<file path="config.mk">
export PLATFORM = sky130hd
export DESIGN_NAME = vsum_engine
export DESIGN_NICKNAME = d
export VERILOG_FILES = /design/src/rtl/vsum_pkg.sv /design/src/rtl/vsum_rst_sync.sv /design/src/rtl/vsum_mem.sv /design/src/rtl/vsum_ctrl.sv /design/src/rtl/vsum_dpath.sv /design/src/rtl/vsum_engine.sv
export SDC_FILE = /design/constraint.sdc
export NUM_CORES = 2
export LEC_CHECK = 0
export ABC_AREA = 1
export BUFFER_PORTS_ARGS = -buffer_cell sky130_fd_sc_hd__clkbuf_2
export CELL_PAD_IN_SITES_DETAIL_PLACEMENT = 1
export CELL_PAD_IN_SITES_GLOBAL_PLACEMENT = 1
export CORE_UTILIZATION = 56
export DETAILED_ROUTE_END_ITERATION = 10
export GPL_TIMING_DRIVEN = 1
export PLACE_DENSITY = 0.89
export RECOVER_POWER = 25
export SYNTH_ARGS = -nofsm -noshare
export SYNTH_HDL_FRONTEND = slang
export SYNTH_SLANG_ARGS = --single-unit
</file>
<file path="constraint.sdc">
create_clock -name clk -period 1.8 [get_ports clk]
set_input_delay 0.09 -clock clk [delete_from_list [all_inputs] [get_ports clk]]
set_output_delay 0.09 -clock clk [all_outputs]
set_load 0.005 [all_outputs]
</file>
<file path="src/rtl/vsum_pkg.sv">
package vsum_pkg;
  localparam int ACC_GROW = 8;

  typedef enum logic [2:0] {
    ST_IDLE = 3'd0,
    ST_INIT = 3'd1,
    ST_READ = 3'd2,
    ST_ACC  = 3'd3,
    ST_DONE = 3'd4
  } vsum_state_e;
endpackage

</file>
<file path="src/rtl/vsum_rst_sync.sv">
module vsum_rst_sync (
  input  logic clk,
  input  logic rst_n,
  output logic rst_sync_n
);
  logic [1:0] sync_q;

  always_ff @(posedge clk or negedge rst_n) begin
    if (!rst_n) sync_q <= 2'b00;
    else        sync_q <= {sync_q[0], 1'b1};
  end

  assign rst_sync_n = sync_q[1];
endmodule

</file>
<file path="src/rtl/vsum_mem.sv">
module vsum_mem #(
  parameter int DATA_W = 8,
  parameter int ADDR_W = 9
) (
  input  logic              clk,
  input  logic              we,
  input  logic [ADDR_W-1:0] waddr,
  input  logic [DATA_W-1:0] wdata,
  input  logic              re,
  input  logic [ADDR_W-1:0] raddr,
  output logic [DATA_W-1:0] rdata
);
  localparam int DEPTH = 1 << ADDR_W;

  logic [DATA_W-1:0] cell_q [DEPTH];
  logic [DATA_W-1:0] rdata_q;

  // Write port: one word per cycle when enabled
  always_ff @(posedge clk) begin
    if (we) cell_q[waddr] <= wdata;
  end

  // Read port: registered output, one cycle of latency
  always_ff @(posedge clk) begin
    if (re) rdata_q <= cell_q[raddr];
  end

  assign rdata = rdata_q;
endmodule

</file>
<file path="src/rtl/vsum_ctrl.sv">
module vsum_ctrl
  import vsum_pkg::*;
(
  input  logic        clk,
  input  logic        rst_n,
  input  logic        start,
  input  logic        len_zero,
  input  logic        at_last,
  output vsum_state_e state,
  output logic        ld_len,
  output logic        clr,
  output logic        rd_en,
  output logic        acc_en,
  output logic        inc_idx
);
  vsum_state_e st_q, st_d;

  // Next-state logic and datapath controls
  always_comb begin
    st_d    = st_q;
    ld_len  = 1'b0;
    clr     = 1'b0;
    rd_en   = 1'b0;
    acc_en  = 1'b0;
    inc_idx = 1'b0;
    unique case (st_q)
      ST_IDLE, ST_DONE: begin
        if (start) begin
          ld_len = 1'b1;
          st_d   = ST_INIT;
        end
      end
      ST_INIT: begin
        clr  = 1'b1;
        st_d = len_zero ? ST_DONE : ST_READ;
      end
      ST_READ: begin
        rd_en = 1'b1;
        st_d  = ST_ACC;
      end
      ST_ACC: begin
        acc_en = 1'b1;
        if (at_last) begin
          st_d = ST_DONE;
        end else begin
          inc_idx = 1'b1;
          st_d    = ST_READ;
        end
      end
      default: st_d = ST_IDLE;
    endcase
  end

  // State register
  always_ff @(posedge clk or negedge rst_n) begin
    if (!rst_n) st_q <= ST_IDLE;
    else        st_q <= st_d;
  end

  assign state = st_q;
endmodule

</file>
<file path="src/rtl/vsum_dpath.sv">
module vsum_dpath #(
  parameter int DATA_W = 8,
  parameter int ADDR_W = 9,
  parameter int ACC_W  = DATA_W + 8
) (
  input  logic              clk,
  input  logic              rst_n,
  input  logic [ADDR_W:0]   len,
  input  logic              ld_len,
  input  logic              clr,
  input  logic              acc_en,
  input  logic              inc_idx,
  input  logic [DATA_W-1:0] rdata,
  output logic [ADDR_W-1:0] raddr,
  output logic [ADDR_W:0]   idx,
  output logic [ADDR_W:0]   cnt,
  output logic              len_zero,
  output logic              at_last,
  output logic [ACC_W-1:0]  total
);
  localparam int IW = ADDR_W + 1;

  logic [IW-1:0]    cnt_q, idx_q, idx_m1;
  logic [ACC_W-1:0] total_q;

  // Element count, captured with an accepted start
  always_ff @(posedge clk or negedge rst_n) begin
    if (!rst_n)      cnt_q <= '0;
    else if (ld_len) cnt_q <= len;
  end

  // Index register, counts from 1 up to the element count
  always_ff @(posedge clk or negedge rst_n) begin
    if (!rst_n)       idx_q <= '0;
    else if (clr)     idx_q <= IW'(1);
    else if (inc_idx) idx_q <= idx_q + IW'(1);
  end

  // Total register: cleared first, then one add per element
  always_ff @(posedge clk or negedge rst_n) begin
    if (!rst_n)      total_q <= '0;
    else if (clr)    total_q <= '0;
    else if (acc_en) total_q <= total_q + ACC_W'(rdata);
  end

  assign idx_m1   = idx_q - IW'(1);
  assign raddr    = idx_m1[ADDR_W-1:0];
  assign at_last  = (idx_m1 == (cnt_q - IW'(1)));
  assign len_zero = (cnt_q == '0);
  assign idx      = idx_q;
  assign cnt      = cnt_q;
  assign total    = total_q;
endmodule

</file>
<file path="src/rtl/vsum_engine.sv">
module vsum_engine
  import vsum_pkg::*;
#(
  parameter int DATA_W = 8,
  parameter int ADDR_W = 9
) (
  input  logic                       clk,
  input  logic                       rst_n,
  input  logic                       start_i,
  input  logic [ADDR_W:0]            len_i,
  input  logic                       wr_en_i,
  input  logic [ADDR_W-1:0]          wr_addr_i,
  input  logic [DATA_W-1:0]          wr_data_i,
  output logic                       busy_o,
  output logic                       done_o,
  output logic [DATA_W+ACC_GROW-1:0] sum_o
);
  localparam int ACC_W = DATA_W + ACC_GROW;
  localparam int DEPTH = 1 << ADDR_W;

  logic              rst_q;
  vsum_state_e       state;
  logic              ld_len, clr, rd_en, acc_en, inc_idx;
  logic              len_zero, at_last;
  logic [ADDR_W-1:0] raddr;
  logic [ADDR_W:0]   idx, cnt;
  logic [DATA_W-1:0] rdata;
  logic              mem_we;

  vsum_rst_sync u_rst (
    .clk        (clk),
    .rst_n      (rst_n),
    .rst_sync_n (rst_q)
  );

  vsum_ctrl u_ctrl (
    .clk      (clk),
    .rst_n    (rst_q),
    .start    (start_i),
    .len_zero (len_zero),
    .at_last  (at_last),
    .state    (state),
    .ld_len   (ld_len),
    .clr      (clr),
    .rd_en    (rd_en),
    .acc_en   (acc_en),
    .inc_idx  (inc_idx)
  );

  vsum_dpath #(.DATA_W(DATA_W), .ADDR_W(ADDR_W), .ACC_W(ACC_W)) u_dpath (
    .clk      (clk),
    .rst_n    (rst_q),
    .len      (len_i),
    .ld_len   (ld_len),
    .clr      (clr),
    .acc_en   (acc_en),
    .inc_idx  (inc_idx),
    .rdata    (rdata),
    .raddr    (raddr),
    .idx      (idx),
    .cnt      (cnt),
    .len_zero (len_zero),
    .at_last  (at_last),
    .total    (sum_o)
  );

  // Host writes only land while no run is active
  assign mem_we = wr_en_i & ~busy_o;

  vsum_mem #(.DATA_W(DATA_W), .ADDR_W(ADDR_W)) u_mem (
    .clk   (clk),
    .we    (mem_we),
    .waddr (wr_addr_i),
    .wdata (wr_data_i),
    .re    (rd_en),
    .raddr (raddr),
    .rdata (rdata)
  );

  assign busy_o = (state == ST_INIT) || (state == ST_READ) || (state == ST_ACC);
  assign done_o = (state == ST_DONE);

  // the total is zero right after the clearing state
  a_r3_clear_first: assert property (@(posedge clk) disable iff (!rst_q)
    (state == ST_INIT) |=> (sum_o == '0));

  // an add only happens with the index inside 1..N
  a_r4_idx_range: assert property (@(posedge clk) disable iff (!rst_q)
    (state == ST_ACC) |-> ((idx >= 1) && (idx <= cnt)));

  // the index climbs by one between adds
  a_r4_idx_step: assert property (@(posedge clk) disable iff (!rst_q)
    ((state == ST_READ) && ($past(state) == ST_ACC)) |-> (idx == $past(idx) + 1'b1));

  // assumption on the inputs, the count stays within the memory depth
  a_r4_len_fits: assert property (@(posedge clk) disable iff (!rst_q)
    (start_i && !busy_o) |-> (int'(len_i) <= DEPTH));

  // the result holds while done stays high
  a_r5_hold: assert property (@(posedge clk) disable iff (!rst_q)
    (done_o && $past(done_o)) |-> $stable(sum_o));

  // a zero count finishes right after clearing
  a_r6_zero_len: assert property (@(posedge clk) disable iff (!rst_q)
    ((state == ST_INIT) && (cnt == '0)) |=> done_o);

  // a run, once begun, keeps its element count
  a_r9_cnt_kept: assert property (@(posedge clk) disable iff (!rst_q)
    (busy_o && $past(busy_o)) |-> $stable(cnt));
endmodule

</file>
==> results of run 1 <==
synth_stat cells, types with 2 or more instances:
library cell     n  share of area, %
mux2_2           5             0.033
nand2_2          3             0.011
nand3_2          2             0.012
nor2_1         555               1.2
nand4_1         12             0.045
o21ai_0         11             0.033
and2_1           3             0.011
nand3_1       4106                12
o21bai_1         2            0.0089
ha_1            11             0.082
inv_2           10             0.022
a21oi_1         18             0.053
o22ai_1          2            0.0074
inv_1           54              0.12
buf_1           74              0.16
o211ai_1         2            0.0089
dfrtp_1         41              0.61
xnor2_1          4             0.021
xor2_2           5             0.048
o31ai_1          3             0.013
o21ai_1          2            0.0059
nand2_1       4224               9.4
clkbuf_1       463               1.0
nor3_1          19             0.056
a31oi_1          3             0.011
edfxtp_1      4104                73
xor2_1          24              0.12
buf_4           11             0.049
buf_2          442               1.3
repair_timing:
item / in CTS
endpoints found under the hold margin: 4087
resized for setup: 638
hold buffers: 33
pin swaps: 108
buffers inserted: 144
endpoints found under the setup margin: 4144
gates cloned: 65
metrics by stage:
step | hold slack, ns | utilization (%) | TNS, ns | instance area, um2
floorplan | -0.2056 | - | -187.31 | 172700
global placement | -0.1230 | 62.60 | -1215.71 | 186600
detailed placement | -0.1174 | 62.60 | -1694.48 | 186600
CTS | 0.001287 | 69.57 | -1732.38 | 207400
layer usage:
layer | GRT overflow | GRT usage (%)
met2 | 799 | 92.33
met1 | 30 | 82.07
met4 | 625 | 84.06
met3 | 40 | 74.26
met5 | 14 | 51.27
cell families after synthesis:
| group | synth area share [%] |
|---|---|
| xor gates and xnor gates | 0.1939 |
| and+or+nand+nor | 23.02 |
| AOI/OAI and AO/OA | 0.1471 |
| DFF | 73.79 |
| adders and majority gates | 0.09362 |
| buffers and inverters | 2.712 |
| muxes | 0.03343 |
| other | 0.002227 |
==> key figures, run 1 <==
Status
  • Status: aborted with a tool error
  • Halt Stage: global routing (5_1_grt)
  • Error: [ERROR GRT-0232] Routing congestion too high. Check the congestion heatmap in the GUI.

Logic synthesis
  • Dominant synthesized flop cell: edfxtp_1
  • Cell variety after synth: 40
  • Syn Nets: 14,270
  • Number of enable flip-flop cells after synthesis: 4,104
  • Synthesized area per cell: 11.84 um2
  • Post-synthesis sequential area ratio: 73.79%
  • Post-Syn Area: 168,400 um2
  • Ys async rst share: 0.9891%
  • Yosys reg bits: 4,145
  • Synth warnings: 0
  • Synth Instances: 14,230

Floorplan
  • Chip height: 550.4 um
  • IO Count: 49
  • # rows: 200
  • Die Width: 550.4 um
  • Initial Util: 56.50%

Global route
  • Largest net degree at the start of global routing: 123
  • Total track usage: 82.65%
  • GRT overflow: 1,508

Placed design
  • Buffers on Ports: 48
  • Pre-CTS setup slack: -1.832 ns
  • DP HPWL: 407,900 um
  • DP Cell Count: 18,320
  • Final RePlAce weighted congestion: 0.9238

Clock tree
  • CTS Root Cell: clkbuf_16
  • H-tree depth: 5
  • Number of buffers created by CTS: 416
  • Clk buf depth: 4
  • Clock sink count: 4,145
==> inputs of run 2 (changes only) <==
--- a/config.mk
+++ b/config.mk
@@ -7,12 +7,10 @@
 export LEC_CHECK = 0
 export ABC_AREA = 1
 export BUFFER_PORTS_ARGS = -buffer_cell sky130_fd_sc_hd__clkbuf_2
-export CELL_PAD_IN_SITES_DETAIL_PLACEMENT = 1
-export CELL_PAD_IN_SITES_GLOBAL_PLACEMENT = 1
-export CORE_UTILIZATION = 56
+export CORE_UTILIZATION = 40
 export DETAILED_ROUTE_END_ITERATION = 10
 export GPL_TIMING_DRIVEN = 1
-export PLACE_DENSITY = 0.89
+export PLACE_DENSITY_LB_ADDON = 0.15
 export RECOVER_POWER = 25
 export SYNTH_ARGS = -nofsm -noshare
 export SYNTH_HDL_FRONTEND = slang
==> key figures, run 2 <==
Floorplan
  • Chip height: 650.8 um (+18%)
  • # rows: 237 (+19%)
  • CORE AREA: 417,800 um2
  • Die area: 423,600 um2
  • Initial Util: 40.30% (-16 points)
  • IO Count: 49 (unchanged)
  • Die Width: 650.8 um (+18%)

Logic synthesis
  • Share of the synthesized area in the top cell type: 73.18% (unchanged)
  • Commonest cells post-synth: nand2_1 (4,224), nand3_1 (4,106), edfxtp_1 (4,104)
  • Count leader, synth: nand2_1
  • Dominant synthesized flop cell: edfxtp_1
  • Post-synthesis sequential area ratio: 73.79% (unchanged)
  • Yosys reg bits: 4,145 (unchanged)
  • Ys async rst share: 0.9891% (unchanged)
  • Biggest area consumer among synthesized cells: edfxtp_1
  • Top area cells in the synthesized netlist: edfxtp_1 (73%), nand3_1 (12%), nand2_1 (9.4%)
  • Post-Syn Area: 168,400 um2 (unchanged)
  • Synth Instances: 14,230 (unchanged)
  • Synthesized area per cell: 11.84 um2 (unchanged)
  • Cell variety after synth: 40 (unchanged)
  • Number of enable flip-flop cells after synthesis: 4,104 (unchanged)
  • Syn Nets: 14,270 (unchanged)
  • Synth warnings: 0 (unchanged)

Status
  • Violated checks: capacitance limit, slew limit, setup timing
  • Status: finished with violations

Clock tree
  • H-tree depth: 5 (unchanged)
  • Worst skew pair latency: 1.00 ns
  • Clock sink count: 4,145 (unchanged)
  • CTS tree: built
  • Number of buffers created by CTS: 441 (+6.0%)
  • Clk buf depth: 4 (unchanged)
  • Clock-pin slew on the worst setup and hold paths: 0.06 ns
  • CTS Root Cell: clkbuf_16

Finish
  • Layout fillers: 35,720
  • Register area: 124,300 um2
  • Area used by multi-input combinational logic: 46,320 um2
  • Commonest non-fill, non-tap cell in the layout: nand2_1
  • Max reg flops: 4,096
  • Share of cells above drive strength 1: 20.56%
  • Most frequent cells in the layout: nand2_1 (4,179), edfxtp_1 (4,104), nand3_1 (3,674)
  • Final cell count without fillers: 21,240
  • Layout Nets: 15,420
  • Top reg by flops: u_mem.cell_q
  • Area grow syn2layout: 27.45%
  • Finished Cell Area: 214,600 um2

Routing
  • Drt total wl: 562,200 um
  • DRC: 0
  • DR vias/cell: 5.504
  • DR pass1 iterations: 6
  • Via count: 116,900
  • Iter 0 DRT Violations: 12,690
  • Number of routed nets with antenna violations: 0
  • WL/cell: 26.47 um

Placed design
  • Post-Place Cell Area: 191,800 um2 (+2.8%)
  • DP Cell Count: 20,160 (+10%)
  • Buffers on Ports: 48 (unchanged)
  • Final RePlAce weighted congestion: 0.8777 (-5.0%)
  • DP HPWL: 341,300 um (-16%)

Global route
  • Initial antenna violation count: 18
  • Largest net degree at the start of global routing: 130
  • First-pass GRT wire length: 797,400 um
  • GRT overflow: 0
  • Total track usage: 25.53%
  • Number of global-route vias before repair: 110,400

Job
  • Max-cap violations: 2

STA
  • Max-slew headroom: -29.29%
  • Hold Violations, Final: 0
  • Endpoints failing setup: 5,600
  • Fin crit share: 170.2%
  • Skew final: 0.05289 ns
  • RSZ-0062 raised after global routing: yes
  • Pins Over Slew Limit: 34
  • Fin Hold WS: 0.08429 ns
  • Slew @ Worst Pin: 1.939 ns
  • Peak Freq: 326.4 MHz
  • Minimum clock period: 3.064 ns
  • Setup slack after layout: -1.264 ns
  • Setup TNS: -1524.14 ns

Pwr
  • Pwr dens: 1796 nW/um2
  • Total power after layout: 385.4 mW
  • Leak Pwr: 75.75 nW
  • Peak supply drop: 1777 uV

Setup path
  • Critical Path, Cell by Cell: inv_16 > ha_4 > buf_6 > buf_16 > buf_16 > clkbuf_16 > nand3_1 > nand3_1 > nand3_1 > nand3_1 > nand3_1 > nand3_2 > nand3_2 > nand3_1 > nand2_1
  • Slowest-stage cell, CP: dfrtp_4
  • Critical path type: reg2reg
  • Type of destination of the critical path: register
  • Crit-path leading delay family: simple AND/OR/NAND/NOR gates
  • CP most frequent cell: nand3_1
  • Worst Path Max Fanout: 8
  • Setup crit start kind: register
  • Slowest stage delay, CP: 0.48 ns
  • WP buf/inv: 5
  • Worst Path Arrival: 3.82 ns
  • Worst reg-to-reg setup slack: -1.26 ns
  • CP required: 2.55 ns

Min path
  • Hold crit path type: in2reg
[run 2: stage by stage]
stage          setup WS (ns)  util (%)
2_1_floorplan        -0.8551         -
3_3_place_gp          -1.800     45.89
3_5_place_dp          -1.814     45.89
4_1_cts               -1.252     50.57
5_1_grt               -1.272     51.36
6_report              -1.264     51.36
[run 2: logic make-up (layout without fill, tap and decap cells)]
group | count (synthesis) | after routing | share of synthesized area (%)
and+or+nand+nor | 8930 | 8930 | 23.02
xor gates and xnor gates | 33 | 33 | 0.1939
adders and majority gates | 12 | 12 | 0.09362
buffers and inverters | 1056 | 2573 | 2.712
other | 1 | 5 | 0.002227
DFF | 4145 | 4145 | 73.79
AOI/OAI and AO/OA | 44 | 44 | 0.1471
muxes | 5 | 5 | 0.03343
[run 2: worst paths after layout]
check / cells past startpoint / to / start
hold reg to reg: 1 / u_dpath.total[15] / u_rst.sync_q[1]
hold / removal: 6 / u_mem.cell_q[184][0] / wr_addr_i[8]
setup reg to reg: 15 / u_mem.rdata[0] / u_dpath.idx[0]
setup / recovery: 15 / u_mem.rdata[0] / u_dpath.idx[0]
max in group asynchronous: 2 / u_dpath.cnt[8] / u_rst.sync_q[1]
min in group asynchronous: 1 / u_dpath.total[15] / u_rst.sync_q[1]
[run 2: area by class of cell]
class,instances,share of cell area [%]
antenna,4,0.004664
timing repair inverter,4,0.03964
inverter,65,0.1498
clock buffer,556,5.388
sequential,4145,57.90
multi-input combinational,9025,21.59
tap,5497,3.205
timing repair buffer,1694,10.55
clock inverter,254,1.171
[run 2: report_power, final]
part	switching, mW	leakage, nW	internal [mW]	total, mW
clock network	38.7	6.80	50.9	89.6
registers	0.434	37.4	107	107
logic	120	31.6	69.0	189
[run 2: what timing repair did]
action,CTS,global route
endpoints found under the hold margin,4127,0
endpoints found under the setup margin,4134,4134
buffers inserted,106,77
hold buffers,31,0
pin swaps,65,132
gates cloned,49,26
resized for setup,465,498
[run 2: metal layers]
metal	part of all wire, %	GRT usage [%]	vias to the layer above
met5	0.0021	0	-
met4	3.3	7.672	2
met3	7.0	3.062	784
met2	47	40.54	4460
met1	43	36.86	58480
li1	-	-	53190
[run 2: tightest hold or removal path, delay by kind of cell]
kind | cells | cell delay (ns)
buffers and inverters | 3 | 0.53
and+or+nand+nor | 3 | 0.26
No activity file was read; power rests on OpenSTA's default activity.
